<file path="config.mk">
export PLATFORM = sky130hd
export DESIGN_NAME = booth4_mul
export DESIGN_NICKNAME = d
export VERILOG_FILES = /design/src/rtl/booth4_pkg.sv /design/src/rtl/booth4_recoder.sv /design/src/rtl/booth4_addsub.sv /design/src/rtl/booth4_seq.sv /design/src/rtl/booth4_mul.sv
export SDC_FILE = /design/constraint.sdc
export NUM_CORES = 1
export LEC_CHECK = 0
export ABC_AREA = 1
export ABC_CLOCK_PERIOD_IN_PS = 4000
export BUFFER_PORTS_ARGS = -buffer_cell sky130_fd_sc_hd__buf_4
export CORE_ASPECT_RATIO = 1.2
export CORE_MARGIN = 2
export CORE_UTILIZATION = 45
export CTS_CLUSTER_DIAMETER = 150
export CTS_CLUSTER_SIZE = 25
export DETAILED_ROUTE_END_ITERATION = 7
export PLACE_DENSITY = 0.67
export SLEW_MARGIN = 5
export SYNTH_ARGS = -nofsm -noshare
export SYNTH_HDL_FRONTEND = slang
export SYNTH_SLANG_ARGS = --single-unit
</file>
<file path="constraint.sdc">
create_clock -name clk -period 4 [get_ports clk]
set_input_delay 0.2 -clock clk [delete_from_list [all_inputs] [get_ports clk]]
set_output_delay 0.2 -clock clk [all_outputs]
set_load 0.02 [all_outputs]
</file>
<file path="src/rtl/booth4_pkg.sv">
package booth4_pkg;

  typedef enum logic [1:0] {
    PP_ZERO = 2'd0,
    PP_X1   = 2'd1,
    PP_X2   = 2'd2
  } pp_mag_t;

  typedef struct packed {
    logic    neg;
    pp_mag_t mag;
  } pp_sel_t;

endpackage

</file>
<file path="src/rtl/booth4_recoder.sv">
module booth4_recoder
  import booth4_pkg::*;
(
  input  logic [2:0] win,
  output pp_sel_t    sel
);

  always_comb begin
    sel.neg = 1'b0;
    sel.mag = PP_ZERO;
    unique case (win)
      3'b000, 3'b111: begin sel.neg = 1'b0; sel.mag = PP_ZERO; end
      3'b001, 3'b010: begin sel.neg = 1'b0; sel.mag = PP_X1;   end
      3'b011:         begin sel.neg = 1'b0; sel.mag = PP_X2;   end
      3'b100:         begin sel.neg = 1'b1; sel.mag = PP_X2;   end
      default:        begin sel.neg = 1'b1; sel.mag = PP_X1;   end
    endcase
  end

endmodule

</file>
<file path="src/rtl/booth4_addsub.sv">
module booth4_addsub
  import booth4_pkg::*;
#(
  parameter int ADD_W = 34
) (
  input  logic [ADD_W-1:0] acc,
  input  logic [ADD_W-1:0] mc,
  input  pp_sel_t          sel,
  output logic [ADD_W-1:0] sum
);

  logic [ADD_W-1:0] opnd;
  logic [ADD_W-1:0] opnd_inv;

  always_comb begin
    unique case (sel.mag)
      PP_X1:   opnd = mc;
      PP_X2:   opnd = {mc[ADD_W-2:0], 1'b0};
      default: opnd = '0;
    endcase
  end

  assign opnd_inv = sel.neg ? ~opnd : opnd;
  assign sum      = acc + opnd_inv + {{(ADD_W-1){1'b0}}, sel.neg};

endmodule

</file>
<file path="src/rtl/booth4_seq.sv">
module booth4_seq #(
  parameter int ITERS = 16
) (
  input  logic clk,
  input  logic rst,
  input  logic start,
  output logic load,
  output logic busy,
  output logic done
);

  localparam int CNT_W = $clog2(ITERS + 1);
  localparam logic [CNT_W-1:0] LAST = CNT_W'(ITERS - 1);

  logic [CNT_W-1:0] cnt;

  assign load = start && !busy;

  always_ff @(posedge clk) begin
    if (rst) begin
      busy <= 1'b0;
      done <= 1'b0;
      cnt  <= '0;
    end else begin
      done <= 1'b0;
      if (load) begin
        busy <= 1'b1;
        cnt  <= '0;
      end else if (busy) begin
        if (cnt == LAST) begin
          busy <= 1'b0;
          done <= 1'b1;
        end
        cnt <= cnt + 1'b1;
      end
    end
  end

endmodule

</file>
<file path="src/rtl/booth4_mul.sv">
module booth4_mul
  import booth4_pkg::*;
#(
  parameter int OP_W = 32
) (
  input  logic            clk,
  input  logic            rst,
  input  logic            start,
  input  logic [OP_W-1:0] mcand,
  input  logic [OP_W-1:0] mplier,
  output logic            busy,
  output logic            done,
  output logic [OP_W-1:0] hi,
  output logic [OP_W-1:0] lo
);

  localparam int ADD_W = OP_W + 2;
  localparam int ITERS = OP_W / 2;

  logic             load;
  logic [OP_W-1:0]  mc_q;
  logic             prev_q;
  logic [ADD_W-1:0] acc_ext;
  logic [ADD_W-1:0] mc_ext;
  logic [ADD_W-1:0] sum;
  pp_sel_t          sel;

  booth4_seq #(.ITERS(ITERS)) u_seq (
    .clk   (clk),
    .rst   (rst),
    .start (start),
    .load  (load),
    .busy  (busy),
    .done  (done)
  );

  booth4_recoder u_rec (
    .win (Ilo_win()),
    .sel (sel)
  );

  function automatic logic [2:0] Ilo_win();
    return {lo[1], lo[0], prev_q};
  endfunction

  assign acc_ext = {{2{hi[OP_W-1]}}, hi};
  assign mc_ext  = {{2{mc_q[OP_W-1]}}, mc_q};

  booth4_addsub #(.ADD_W(ADD_W)) u_add (
    .acc (acc_ext),
    .mc  (mc_ext),
    .sel (sel),
    .sum (sum)
  );

  always_ff @(posedge clk) begin
    if (rst) begin
      hi     <= '0;
      lo     <= '0;
      mc_q   <= '0;
      prev_q <= 1'b0;
    end else if (load) begin
      hi     <= '0;
      lo     <= mplier;
      mc_q   <= mcand;
      prev_q <= 1'b0;
    end else if (busy) begin
      hi     <= sum[ADD_W-1:2];
      lo     <= {sum[1:0], lo[OP_W-1:2]};
      prev_q <= lo[1];
    end
  end

endmodule

</file>
; ---- Word-level counts from Yosys, hierarchy flattened
; Cells that the tools add are included.
[classes]
n_addsub = 3
n_mul = 0
n_div = 0
magnitude_cmp = 0
eq_ne = 8
n_shift = 0
muxes = 9
bitwise_logic = 2
n_reduce_logical = 8
[op_table]
columns = operator, n
row1 = case mux 34 bit (2 select lines), 1
row2 = two-way mux 32 bit, 2
row3 = adder 34 x 1 -> 34 bit, 1
row4 = adder 34 bit, 1
row5 = two-way mux 34 bit, 1
row6 = NOT 34 bit, 1
row7 = case mux 3 bit (4 select lines), 1
row8 = "== test 3 x 2 -> 1 bit, second input constant", 2
row9 = "== test 3 bit, second input constant", 2
row10 = OR reduction 2 bit, 3
row11 = "adder 5 x 1 -> 5 bit, second input constant", 1
row12 = "== test 5 x 4 -> 1 bit, second input constant", 1
row13 = two-way mux 1 bit, 4
row14 = "== test 3 x 1 -> 1 bit, second input constant", 1
row15 = zero test 3 bit, 1
row16 = OR reduction 3 bit, 1
row17 = "== test 2 x 1 -> 1 bit, second input constant", 1
row18 = "== test 2 bit, second input constant", 1
row19 = nonzero test 2 bit, 1
row20 = logical AND 1 bit, 1
row21 = zero test 1 bit, 1
row22 = NOT 1 bit, 1
[totals]
register_bits = 104
latch_bits = 0
ram_bits = 0
rom_bits = 0
in_bits = 67
output_inout_bits = 66
word_cells = 37
n_memories = 0

; ---- Longest topological paths before layout
; Gate-level depths: netlist (run 1).
[depth]
ltp_word = 11
depth_mapped = 27
mapped_depth_nobuf = 25

; ---- Cells and area by module
; From an unflattened synthesis (run 1), not the netlist that was laid out.
[unflattened]
cells_unflattened = 1104
hier_area_um2 = 7134.3
[by_module_without_submodules]
columns = mod, n_inst, cells_each, area_each_um2, seq_area_each_um2
row1 = booth4_mul, 1, 555, 3952.5, 1941.9
row2 = booth4_addsub, 1, 500, 2811.4, 0.0
row3 = booth4_seq, 1, 40, 332.8, 140.1
row4 = booth4_recoder, 1, 9, 37.5, 0.0

; ---- Worst setup path before layout (run 1)
; No wires, ideal clock.
[synth_path]
path_kind = register -> register
start = register lo[0]
end = register hi[26]
setup_ns = 0.109
t_arrival_ns = 3.364
required_ns = 3.891
setup_slack_ns = 0.527
path_stages_with_launch = 25
n_path_buf = 1
period_less_slack_ns = 3.473
path_cell_list = dfxtp_1 inv_1 ha_1 nand2_1 nand2_1 ha_1 inv_2 clkbuf_1 a31oi_1 xor2_1 fa_1 nand3_1 nand3_2 nand2_1 nand3_2 nand3_1 nand2_1 nand2_1 nand2_1 nand2_1 nand2_1 nand2_1 nand3_1 nand2_1 inv_1
[synth_between]
elab_chain_cells = 9
elab_cells_between_ends = 16
classes_between = add/sub (2) / eq/ne (7) / mux (3) / bitwise (1) / reduce/logical (3)
[synth_lines]
columns = element, line_no
row1 = "start, declared", booth4_mul.sv:14  ; output logic [OP_W-1:0] lo
row2 = "start signal, assigned", booth4_mul.sv:64  ; lo <= mplier;
row3 = "start signal, assigned", booth4_mul.sv:69  ; lo <= {sum[1:0], lo[OP_W-1:2]};
row4 = == test 3 x 1 -> 1 bit (tied with other cells), booth4_recoder.sv:11  ; unique case (win)
row5 = OR reduction 2 bit, booth4_recoder.sv:11
row6 = case mux 3 bit (4 select lines) *, booth4_recoder.sv:11
row7 = == test 2 bit or == test 2 x 1 -> 1 bit (tied branches), booth4_addsub.sv:16  ; unique case (sel.mag)
row8 = case mux 34 bit (2 select lines), booth4_addsub.sv:16
row9 = NOT 34 bit, booth4_addsub.sv:23  ; assign opnd_inv = sel.neg ? ~opnd : opnd;
row10 = two-way mux 34 bit, booth4_addsub.sv:23
row11 = adder 34 bit, booth4_addsub.sv:24  ; assign sum = acc + opnd_inv + {{(ADD_W-1){1'b0}}, sel.neg};
row12 = adder 34 x 1 -> 34 bit *, booth4_addsub.sv:24
row13 = "end signal, assigned", booth4_mul.sv:68  ; hi <= sum[ADD_W-1:2];
row14 = "end, declared", booth4_mul.sv:13  ; output logic [OP_W-1:0] hi,
; Mark *: on every way between the ends. The rest lies on a longest branch, timed or not.
; A chain may end at the register's enable or synchronous reset.

; ---- Worst setup path after layout (run 1)
; Same ends and word-level chain as after synthesis.

==> summary.txt, run 1 <==
Outcome
  – Status: finished clean

Setup path
  – Worst-path maximum fanout: 25
  – Worst EP required: around 4300 ps
  – Setup CP Type: flip-flop to flip-flop
  – Critical Path Sink Type: flip-flop
  – Crit path DAT: 3870 ps
  – CP Launch Type: flip-flop

Job
  – Max_cap viols: 0

GRT
  – GRT busiest layer: met2
  – First-pass GRT wire length: 31100 um
  – GR Util met3: 4.09%
  – Largest net degree at the start of global routing: 70
  – GRT Util Overall: 23.2%
  – Gr ovfl total: 0
  – Initial antenna violation count: 0
  – Grt met2 use: 39.1%
  – Grt met1 use: 30.9%
  – Vias in the first global route: 6375

Floorplan
  – Die Wd: 118 um
  – FP Rows: 49
  – Area of the die: around 17000 sq um
  – Boundary pin count: 133
  – Die H: 141 um
  – CORE AREA: 15100 sq um
  – Initial Util: 46.3%

Timing
  – RSZ-0062 raised after global routing: false
  – Fmax achieved: 0.277 GHz
  – Tightest Pin Transition: 1100 ps
  – Slew headroom: between 20% and 30%
  – Final Hold Viols: 0
  – Slew Viols, Final: 0
  – Final setup violation count: 0
  – Minimum clock period after layout: 3610 ps
  – Skew final: between 10 and 15 ps
  – Setup TNS Final: 0 ps
  – Final worst setup slack: slightly below 400 ps
  – Final cycle utilization of the critical path: 90.3%

Route
  – DR vias: 6967
  – DRT antenna net count: 0
  – DR pass1 iterations: 5
  – Routed WL per cell: 13.9 um
  – Via density: 4.99
  – Iteration-0 DRC Markers: ~430
  – Routed WL: 19400 um
  – DRC: 0

Placed design
  – Placed Cells: 1379
  – Pre-CTS setup slack: between 200 and 300 ps
  – Post-DP HPWL: 14900 um
  – RePlAce Congestion: 0.897
  – Port Buffers: 132

Layout
  – Layout fillers: 1549
  – Commonest non-fill, non-tap cells in the layout: nand2_1 (253), inv_1 (151), buf_4 (140)
  – Layout cells sized above 1: 15.4%
  – Nets: 1294
  – Layout area overhead: 20.8%
  – Most common cell after layout, fill and taps aside: nand2_1
  – Final cell count without fillers: 1395
  – Antenna cells: 0

Clock tree
  – CTS Sinks: 104
  – Worst-path clk slew: 80 ps
  – Clk_lat worst skew: 360 ps
  – Clk buf depth: 2
  – Cts bufs inserted: 9
  – CTS tree: built
  – Setup bufs post-CTS: 0
  – CTS H-tree depth: 3
  – CTS root buffer: clkbuf_16

Worst hold path
  – Hold WC Path Type: input pin to flip-flop

Synthesis
  – Yosys top cell by area: dfxtp_1
  – Synth top area cells: dfxtp_1 (30%), nand2_1 (14%), inv_1 (8.1%)
  – Ys async rst share: 0%
  – EDFF count, synth: 0
  – Syn. warnings: 0
  – Sequential-to-total area share from yosys stat: 29.7%
  – Cell variety after synth: 47
  – Mapped Cells: 1078
  – Syn_area_per_cell: 6.50 sq um
  – Seq cells post-synth: between 100 and 150
  – Syn Std Cell Area: 7010 sq um
  – Net Count, Synth: 1186
  – Synth top area share: 29.7%
  – Synth Flop Type: dfxtp_1

Power and ir drop
  – Total power: 2.89 mW
  – Peak VDD IR: 0.199 mV
  – PD cells: 342 nW/um^2
  – Lkg Pwr: 4.17 nW
[where the power goes]
| part | switching [mW] | internal, mW |
|---|---|---|
| Clock | 0.445 | 0.500 |
| Combinational | 0.495 | 0.298 |
| Sequential | 0.0505 | 1.10 |
[sequential cells by signal, indices dropped and copies added (netlist names)]
name,cells
mc_q,32
u_seq.busy,1
u_seq.cnt,5
lo,32
hi,32
prev_q,1
u_seq.done,1
[cell families (layout without fill, tap and decap cells)]
| family | count (synthesis) | count (layout) | share of synthesized area, % |
|---|---|---|---|
| compound gates | 236 | 236 | 19.6 |
| xor+xnor | 48 | 48 | 6.00 |
| fa+ha+maj | 41 | 41 | 7.43 |
| buf+inv | 201 | 314 | 10.9 |
| flops | 104 | 104 | 29.7 |
| simple gates | 448 | 448 | 26.4 |
[worst max-delay path: stages, from the launching register on]
cell      delay, ps
dfxtp_1         400
inv_1            80
ha_1            220
nand2_1         100
nand2_1          80
ha_1            350
inv_6           180
nand4_2         170
a21boi_4        190
fa_1            460
nand3_1         130
nand3_2         140
nand2_1         110
nand3_2         100
nand3_1         100
nand2_1          90
nand2_1         130
nand2_1         100
nand2_1          90
nand2_1          50
nand2_1          50
nand3_1          60
nand2_1          90
inv_1            30
[per-stage QoR]
| stage | utilization, % | hold slack, ps | cell area, sq um |
|---|---|---|---|
| 2_1_floorplan | - | 272 | 7010 |
| 3_3_place_gp | 53.8 | 400 | 8140 |
| 3_5_place_dp | 53.8 | 402 | 8140 |
| 4_1_cts | 55.9 | 17.2 | 8460 |
| 5_1_grt | 55.9 | 14.0 | 8470 |
| 6_report | 55.9 | 30.4 | 8470 |
[synthesized netlist by cell type, drive strengths merged, types with 3 or more instances]
cell / number
a21boi: 4
a21o: 5
a21oi: 80
buf: 18
clkbuf: 25
clkinv: 3
dfxtp: 104
ha: 40
inv: 155
nand2: 260
nand3: 43
nand4: 5
nor2: 123
nor3: 13
o211ai: 14
o21a: 4
o21ai: 85
o21bai: 4
o221ai: 6
o22ai: 27
xnor2: 4
xor2: 44
[final timing paths]
| check | startpoint | endpoint | depth (start not counted) | slack, ps |
|---|---|---|---|---|
| max | lo[0] | hi[26] | 23 | 390 |
| min | rst | u_seq.done | 2 | 30 |
| max reg2reg | lo[0] | hi[26] | 23 | 390 |
| min reg2reg | mc_q[12] | mc_q[12] | 2 | 480 |
[metal layers]
layer / up-vias / share of wire [%]
met5: - / 0
met3: 14 / 4.4
met2: 133 / 47
met1: 3127 / 48
li1: 3693 / -
met4: 0 / 0.97
[final cells by class]
| cell class | instances | area (sq um) | area share, % |
|---|---|---|---|
| clock buffer | 9 | 225 | 2.66 |
| clock inverter | 7 | 91.3 | 1.08 |
| inverter | 158 | 601 | 7.09 |
| multi-input combinational | 773 | 4160 | 49.1 |
| sequential | 104 | 2080 | 24.6 |
| tap | 204 | 255 | 3.01 |
| timing repair buffer | 140 | 1050 | 12.4 |
[repair_timing]
item	in CTS	in global routing
gates resized for setup	0	5
hold buffers	0	0
endpoints found under the setup margin	0	9
(Power assumes the default switching activity.)
==> run 2: changes to the inputs <==
--- a/config.mk
+++ b/config.mk
@@ -12,4 +12,5 @@
 export CORE_MARGIN = 2
 export CORE_UTILIZATION = 45
+export CTS_BUF_LIST = sky130_fd_sc_hd__clkbuf_4 sky130_fd_sc_hd__clkbuf_8 sky130_fd_sc_hd__clkbuf_16
 export CTS_CLUSTER_DIAMETER = 150
 export CTS_CLUSTER_SIZE = 25
==> constraint.sdc (replaced) <==
create_clock -name clk -period 4 [get_ports clk]
set_input_delay 0.6 -clock clk [delete_from_list [all_inputs] [get_ports clk]]
set_output_delay 0.6 -clock clk [all_outputs]
set_load 0.02 [all_outputs]
==> summary.txt, run 2 (same netlist as run 1, synthesis figures left out) <==
Setup path
  – CP max stage cell: fa_1
  – Max incr delay on CP: 470 ps (about the same)
  – Setup CP Type: flip-flop to flip-flop
  – Buffers plus inverters on the worst setup path: 3 (unchanged)
  – CP Launch Type: flip-flop
  – Worst EP required: 4260 ps (about the same)
  – R2r setup slk: 330 ps (-50 ps)
  – Crit path DAT: 3920 ps (+50 ps)
  – Critical path cell sequence: inv_1 > ha_1 > nand2_1 > nand2_1 > ha_1 > inv_4 > nand4_2 > a21boi_4 > fa_1 > nand3_1 > nand3_2 > a21oi_2 > o21ai_2 > nand2_1 > nand2_1 > nand2_1 > nand2_1 > nand2_1 > nand2_1 > o21ai_1 > inv_1
  – Delay-heaviest family, CP: simple AND/OR/NAND/NOR gates
  – Worst-path maximum fanout: 23 (-8.0%)
  – Critical Path Sink Type: flip-flop
  – Most frequent CP cell: nand2_1

Layout
  – Antenna cells: 0 (unchanged)
  – Layout area overhead: 21.0%
  – Most common cell after layout, fill and taps aside: nand2_1
  – Layout cells sized above 1: 15.5% (+0.14 points)
  – Nets: 1296 (+0.15%)
  – Regs by FF count: hi: 32 flops, lo: 32 flops, mc_q: 32 flops
  – Commonest non-fill, non-tap cells in the layout: nand2_1 (253), inv_1 (151), buf_4 (142)
  – Core Util, Final: 56.0% (+0.074 points)
  – Final cell count without fillers: 1397 (+0.14%)
  – Design Area, Final: 8480 sq um (+0.13%)

Floorplan
  – Area of the die: 16600 sq um (unchanged)
  – Boundary pin count: 133 (unchanged)
  – CORE AREA: 15100 sq um (unchanged)
  – Initial Util: 46.3% (unchanged)
  – FP Rows: 49 (unchanged)
  – Die Wd: 118 um (unchanged)
  – Die H: 141 um (unchanged)

Power and ir drop
  – PD cells: 343 nW/um^2 (+0.31%)
  – Sequential share of power: 39.7% (-0.2 points)
  – Peak VDD IR: 0.214 mV (+7.4%)
  – Lkg Pwr: 4.18 nW (+0.18%)
  – P_sw: 0.991 mW (about the same)
  – Clock power share: 32.7% (about the same)
  – Switching part of the total power: 34.1% (-0.15 points)
  – P_int: 1.92 mW (+0.67%)
  – Comb pwr share: 27.5% (about the same)

Route
  – DR vias: 7004 (+0.53%)
  – DR pass1 iterations: 6 (+1)
  – Routed WL: 19800 um (+2.2%)
  – Iteration-0 DRC Markers: 404 (-6.7%)
  – DRC: 0 (unchanged)
  – Via density: 5.01 (+0.39%)
  – Routed WL per cell: 14.2 um (+2.1%)
  – DRT antenna net count: 0 (unchanged)

Timing
  – RSZ-0062 raised after global routing: false
  – Tightest Pin Transition: 1160 ps (+56.5 ps)
  – Skew final: 10.1 ps (-0.966 ps)
  – Final setup violation count: 0 (unchanged)
  – Minimum clock period after layout: 3670 ps (+52.9 ps)
  – Final Hold Viols: 0 (unchanged)
  – Slew headroom: 22.6% (-3.8 points)
  – Setup TNS Final: 0 ps (unchanged)
  – Slew Viols, Final: 0 (unchanged)
  – Final cycle utilization of the critical path: 91.6% (+1.3 points)
  – Fmax achieved: 0.273 GHz (-1.4%)

Clock tree
  – CTS tree: built
  – CTS H-tree depth: 3 (unchanged)
  – CTS Sinks: 104 (unchanged)
  – Post-CTS Resized: 0 (unchanged)
  – CTS root buffer: clkbuf_16
  – Number of hold buffers added after CTS: 0 (unchanged)
  – Cts bufs inserted: 9 (unchanged)
  – Setup bufs post-CTS: 0 (unchanged)
  – Worst-path clk slew: 70 ps (about the same)
  – Clk buf depth: 2 (unchanged)
  – Clk_lat worst skew: 360 ps (about the same)

GRT
  – Gr ovfl total: 0 (unchanged)
  – GRT Util Overall: 24.1% (+0.89 points)
  – Initial antenna violation count: 0 (unchanged)
  – Vias in the first global route: 6582 (+3.2%)
  – First-pass GRT wire length: 32500 um (+4.6%)
  – Largest net degree at the start of global routing: 72 (+2.9%)

Worst hold path
  – Hold WC Path Type: input pin to flip-flop

Job
  – Max_cap viols: 0 (unchanged)

Outcome
  – Status: finished clean

Placed design
  – Placed Cells: 1381 (+0.15%)
  – Port Buffers: 132 (unchanged)
  – Post-DP HPWL: 15100 um (+1.2%)
  – DP Area: 8160 sq um (+0.18%)
  – RePlAce Congestion: 0.904 (+0.81%)
run 2: path summary, 6_finish.rpt:
kind           start      end  cells after the start
min              rst   lo[30]                      2
min reg2reg  mc_q[9]  mc_q[9]                      2
max            lo[0]   hi[28]                     21
max reg2reg    lo[0]   hi[28]                     21
run 2: layout make-up:
class                   instances  area [sq um]
flip-flops and latches        104          2080
inverters                     158           601
clock buffers                  10           239
fillers                      1559          6670
well taps                     204           255
clock inverters                 6          73.8
multi-input cells             773          4160
repair buffers                142          1070
run 2: per-layer routing:
layer,global-route usage (%),up-vias,routed length [um]
met1,33.0,3126,9420
met4,7.86,0,397
li1,-,3695,-
met2,39.1,154,9040
met3,3.24,29,944
met5,0,-,0
run 2: stage by stage:
| step | worst slack [ps] | total power, mW | hold WS, ps |
|---|---|---|---|
| 2_1_floorplan | 527 | 1.71 | 430 |
| 3_3_place_gp | 334 | 1.97 | 461 |
| 3_5_place_dp | 234 | 1.97 | 466 |
| 4_1_cts | 227 | 2.92 | 423 |
| 5_1_grt | 3.12 | 3.07 | 425 |
| 6_report | 335 | 2.91 | 426 |
run 2: power groups by stage:
stage | Sequential (mW) | Combinational [mW] | Clock (mW)
floorplan | 1.21 | 0.494 | 0
global route | 1.16 | 0.895 | 1.01
detailed placement | 1.18 | 0.795 | 0
global placement | 1.18 | 0.791 | 0
CTS | 1.16 | 0.799 | 0.965
finish | 1.16 | 0.799 | 0.952
==> run 3: changes to the inputs <==
Settings changed: BUFFER_PORTS_ARGS -buffer_cell sky130_fd_sc_hd__buf_4 to not set, CELL_PAD_IN_SITES_DETAIL_PLACEMENT set to 0, CELL_PAD_IN_SITES_GLOBAL_PLACEMENT set to 1, DONT_BUFFER_PORTS set to 1, PLACE_DENSITY 0.67 to not set, PLACE_DENSITY_LB_ADDON set to 0.1.
==> summary.txt, run 3 (same netlist as run 1, synthesis figures left out) <==
Outcome
  – Status: finished clean

Worst hold path
  – Hold path depth: 1 (-1)
  – Startpoint of the worst hold path: rst
  – Hold Crit Endpoint: u_seq.done
  – Hold WC Path Type: input pin to flip-flop

Route
  – DRT antenna net count: 0 (unchanged)
  – Routed WL: 19500 um (-1.4%)
  – DR pass1 iterations: 7 (+1)
  – Via density: 5.12 (+2.1%)
  – DR vias: 6498 (-7.2%)
  – Iteration-0 DRC Markers: 372 (-7.9%)
  – DRC: 0 (unchanged)
  – Routed WL per cell: 15.4 um (+8.5%)

Setup path
  – Crit path DAT: 3890 ps (-30 ps)
  – Worst EP required: 4270 ps (about the same)
  – CP max stage cell: dfxtp_1
  – Buffers plus inverters on the worst setup path: 4 (+1)
  – Max incr delay on CP: 380 ps (-90 ps)
  – Crit Reg-Reg Endpoint: hi[29]
  – Setup CP Type: flip-flop to flip-flop
  – Reg-to-Reg Start: lo[0]
  – Worst-path maximum fanout: 21 (-8.7%)
  – CP Launch Type: flip-flop
  – R2r setup slk: 380 ps (+40 ps)
  – Delay-heaviest family, CP: compound AO/OA/AOI/OAI gates
  – Critical path cell sequence: inv_1 > ha_1 > nand2_1 > nand2_1 > ha_1 > inv_4 > buf_4 > o22ai_1 > nand2_1 > xor2_1 > ha_1 > a21o_1 > a21oi_1 > a21boi_0 > o21a_1 > nand2_1 > nand2_1 > nand3_1 > nand2_1 > inv_1
  – Critical Path Sink Type: flip-flop
  – Worst r2r path cells: 20 (-4.8%)
  – Most frequent CP cell: nand2_1

Timing
  – Slew headroom: 27.7% (+5.0 points)
  – Final Hold Viols: 0 (unchanged)
  – Tightest Pin Transition: 1080 ps (-75.4 ps)
  – Setup TNS Final: 0 ps (unchanged)
  – Worst Hold Margin: 292 ps (-134 ps)
  – Final cycle utilization of the critical path: 90.6% (-1.1 points)
  – Final setup violation count: 0 (unchanged)
  – Minimum clock period after layout: 3620 ps (-43.3 ps)
  – Skew final: 9.61 ps (-0.439 ps)
  – RSZ-0062 raised after global routing: false
  – Final worst setup slack: 378 ps (+43.3 ps)
  – Fmax achieved: 0.276 GHz (+1.2%)
  – Slew Viols, Final: 0 (unchanged)

GRT
  – First-pass GRT wire length: 31500 um (-3.2%)
  – Gr ovfl total: 0 (unchanged)
  – Vias in the first global route: 6054 (-8.0%)
  – Largest net degree at the start of global routing: 62 (-14%)
  – GRT Util Overall: 23.8% (-0.24 points)
  – Initial antenna violation count: 0 (unchanged)

Floorplan
  – Die H: 141 um (unchanged)
  – Die Wd: 118 um (unchanged)
  – FP Rows: 49 (unchanged)
  – Boundary pin count: 133 (unchanged)
  – Initial Util: 46.3% (unchanged)
  – Area of the die: 16600 sq um (unchanged)
  – CORE AREA: 15100 sq um (unchanged)

Power and ir drop
  – Lkg Pwr: 3.53 nW (-16%)
  – Total power: 2.81 mW (-3.3%)
  – Peak VDD IR: 0.254 mV (+18%)
  – PD cells: 374 nW/um^2 (+9.0%)

Clock tree
  – CTS Sinks: 104 (unchanged)
  – Number of hold buffers added after CTS: 0 (unchanged)
  – Cts bufs inserted: 9 (unchanged)
  – CTS tree: built
  – Setup bufs post-CTS: 0 (unchanged)
  – Worst-path clk slew: 80 ps (about the same)
  – Clk buf depth: 2 (unchanged)
  – CTS H-tree depth: 3 (unchanged)
  – CTS root buffer: clkbuf_16
  – Clk_lat worst skew: 370 ps (about the same)

Placed design
  – Post-DP HPWL: 15200 um (+0.79%)
  – Pre-CTS setup slack: 276 ps (+41.4 ps)
  – Port Buffers: 0 (-100%)
  – RePlAce Congestion: 0.939 (+3.9%)

Job
  – Max_cap viols: 0 (unchanged)

Layout
  – Commonest non-fill, non-tap cells in the layout: nand2_1 (253), inv_1 (151), nor2_1 (122)
  – Regs by FF count: hi: 32 flops, lo: 32 flops, mc_q: 32 flops
  – Most common cell after layout, fill and taps aside: nand2_1
  – Nets: 1168 (-9.9%)
  – Layout cells sized above 1: 5.35% (-10 points)
  – Layout area overhead: 7.27%
  – Core Util, Final: 49.6% (-6.3 points)
  – Antenna cells: 0 (unchanged)
## run 3: power by group
group          total, mW  switching (mW)  internal [mW]  leakage [nW]
clock network      0.954           0.455          0.499         0.147
registers           1.21           0.110           1.10         0.855
logic              0.642           0.427          0.216          2.53
## run 3: per-layer routing
| layer | wire [um] | vias to the layer above | GRT usage, % |
|---|---|---|---|
| met5 | 0 | - | 0 |
| met3 | 946 | 15 | 4.65 |
| met4 | 250 | 0 | 6.15 |
| li1 | - | 3442 | - |
| met1 | 9310 | 2893 | 32.2 |
| met2 | 9020 | 148 | 39.0 |
## run 3: per-stage QoR
step           cell area, sq um  instances
5_1_grt                    7520       1269
4_1_cts                    7510       1269
2_1_floorplan              7010       1078
6_report                   7520       1269
3_5_place_dp               7200       1253
3_3_place_gp               7200       1253
## run 3: cell type report
| type | instances | area [sq um] |
|---|---|---|
| Fill cell | 1633 | 7630 |
| Multi-Input combinational cell | 773 | 4160 |
| Sequential cell | 104 | 2080 |
| Inverter | 158 | 598 |
| Tap cell | 204 | 255 |
| Clock buffer | 9 | 225 |
| Timing Repair Buffer | 14 | 105 |
| Clock inverter | 7 | 90.1 |
## run 3: worst max-delay path by stage
stage	startpoint	to	slack [ps]	cells after the start
global placement	lo[0]	hi[31]	340	21
detailed placement	lo[0]	hi[26]	280	23
CTS	lo[0]	hi[26]	270	23
global route	lo[0]	hi[26]	30	23
floorplan	lo[0]	hi[26]	530	24
finish	lo[0]	hi[29]	380	20
## run 3: repair_timing
item | CTS | global route
endpoints found under the hold margin | 0 | 0
setup endpoints to repair | 0 | 4
resized for setup | 0 | 4
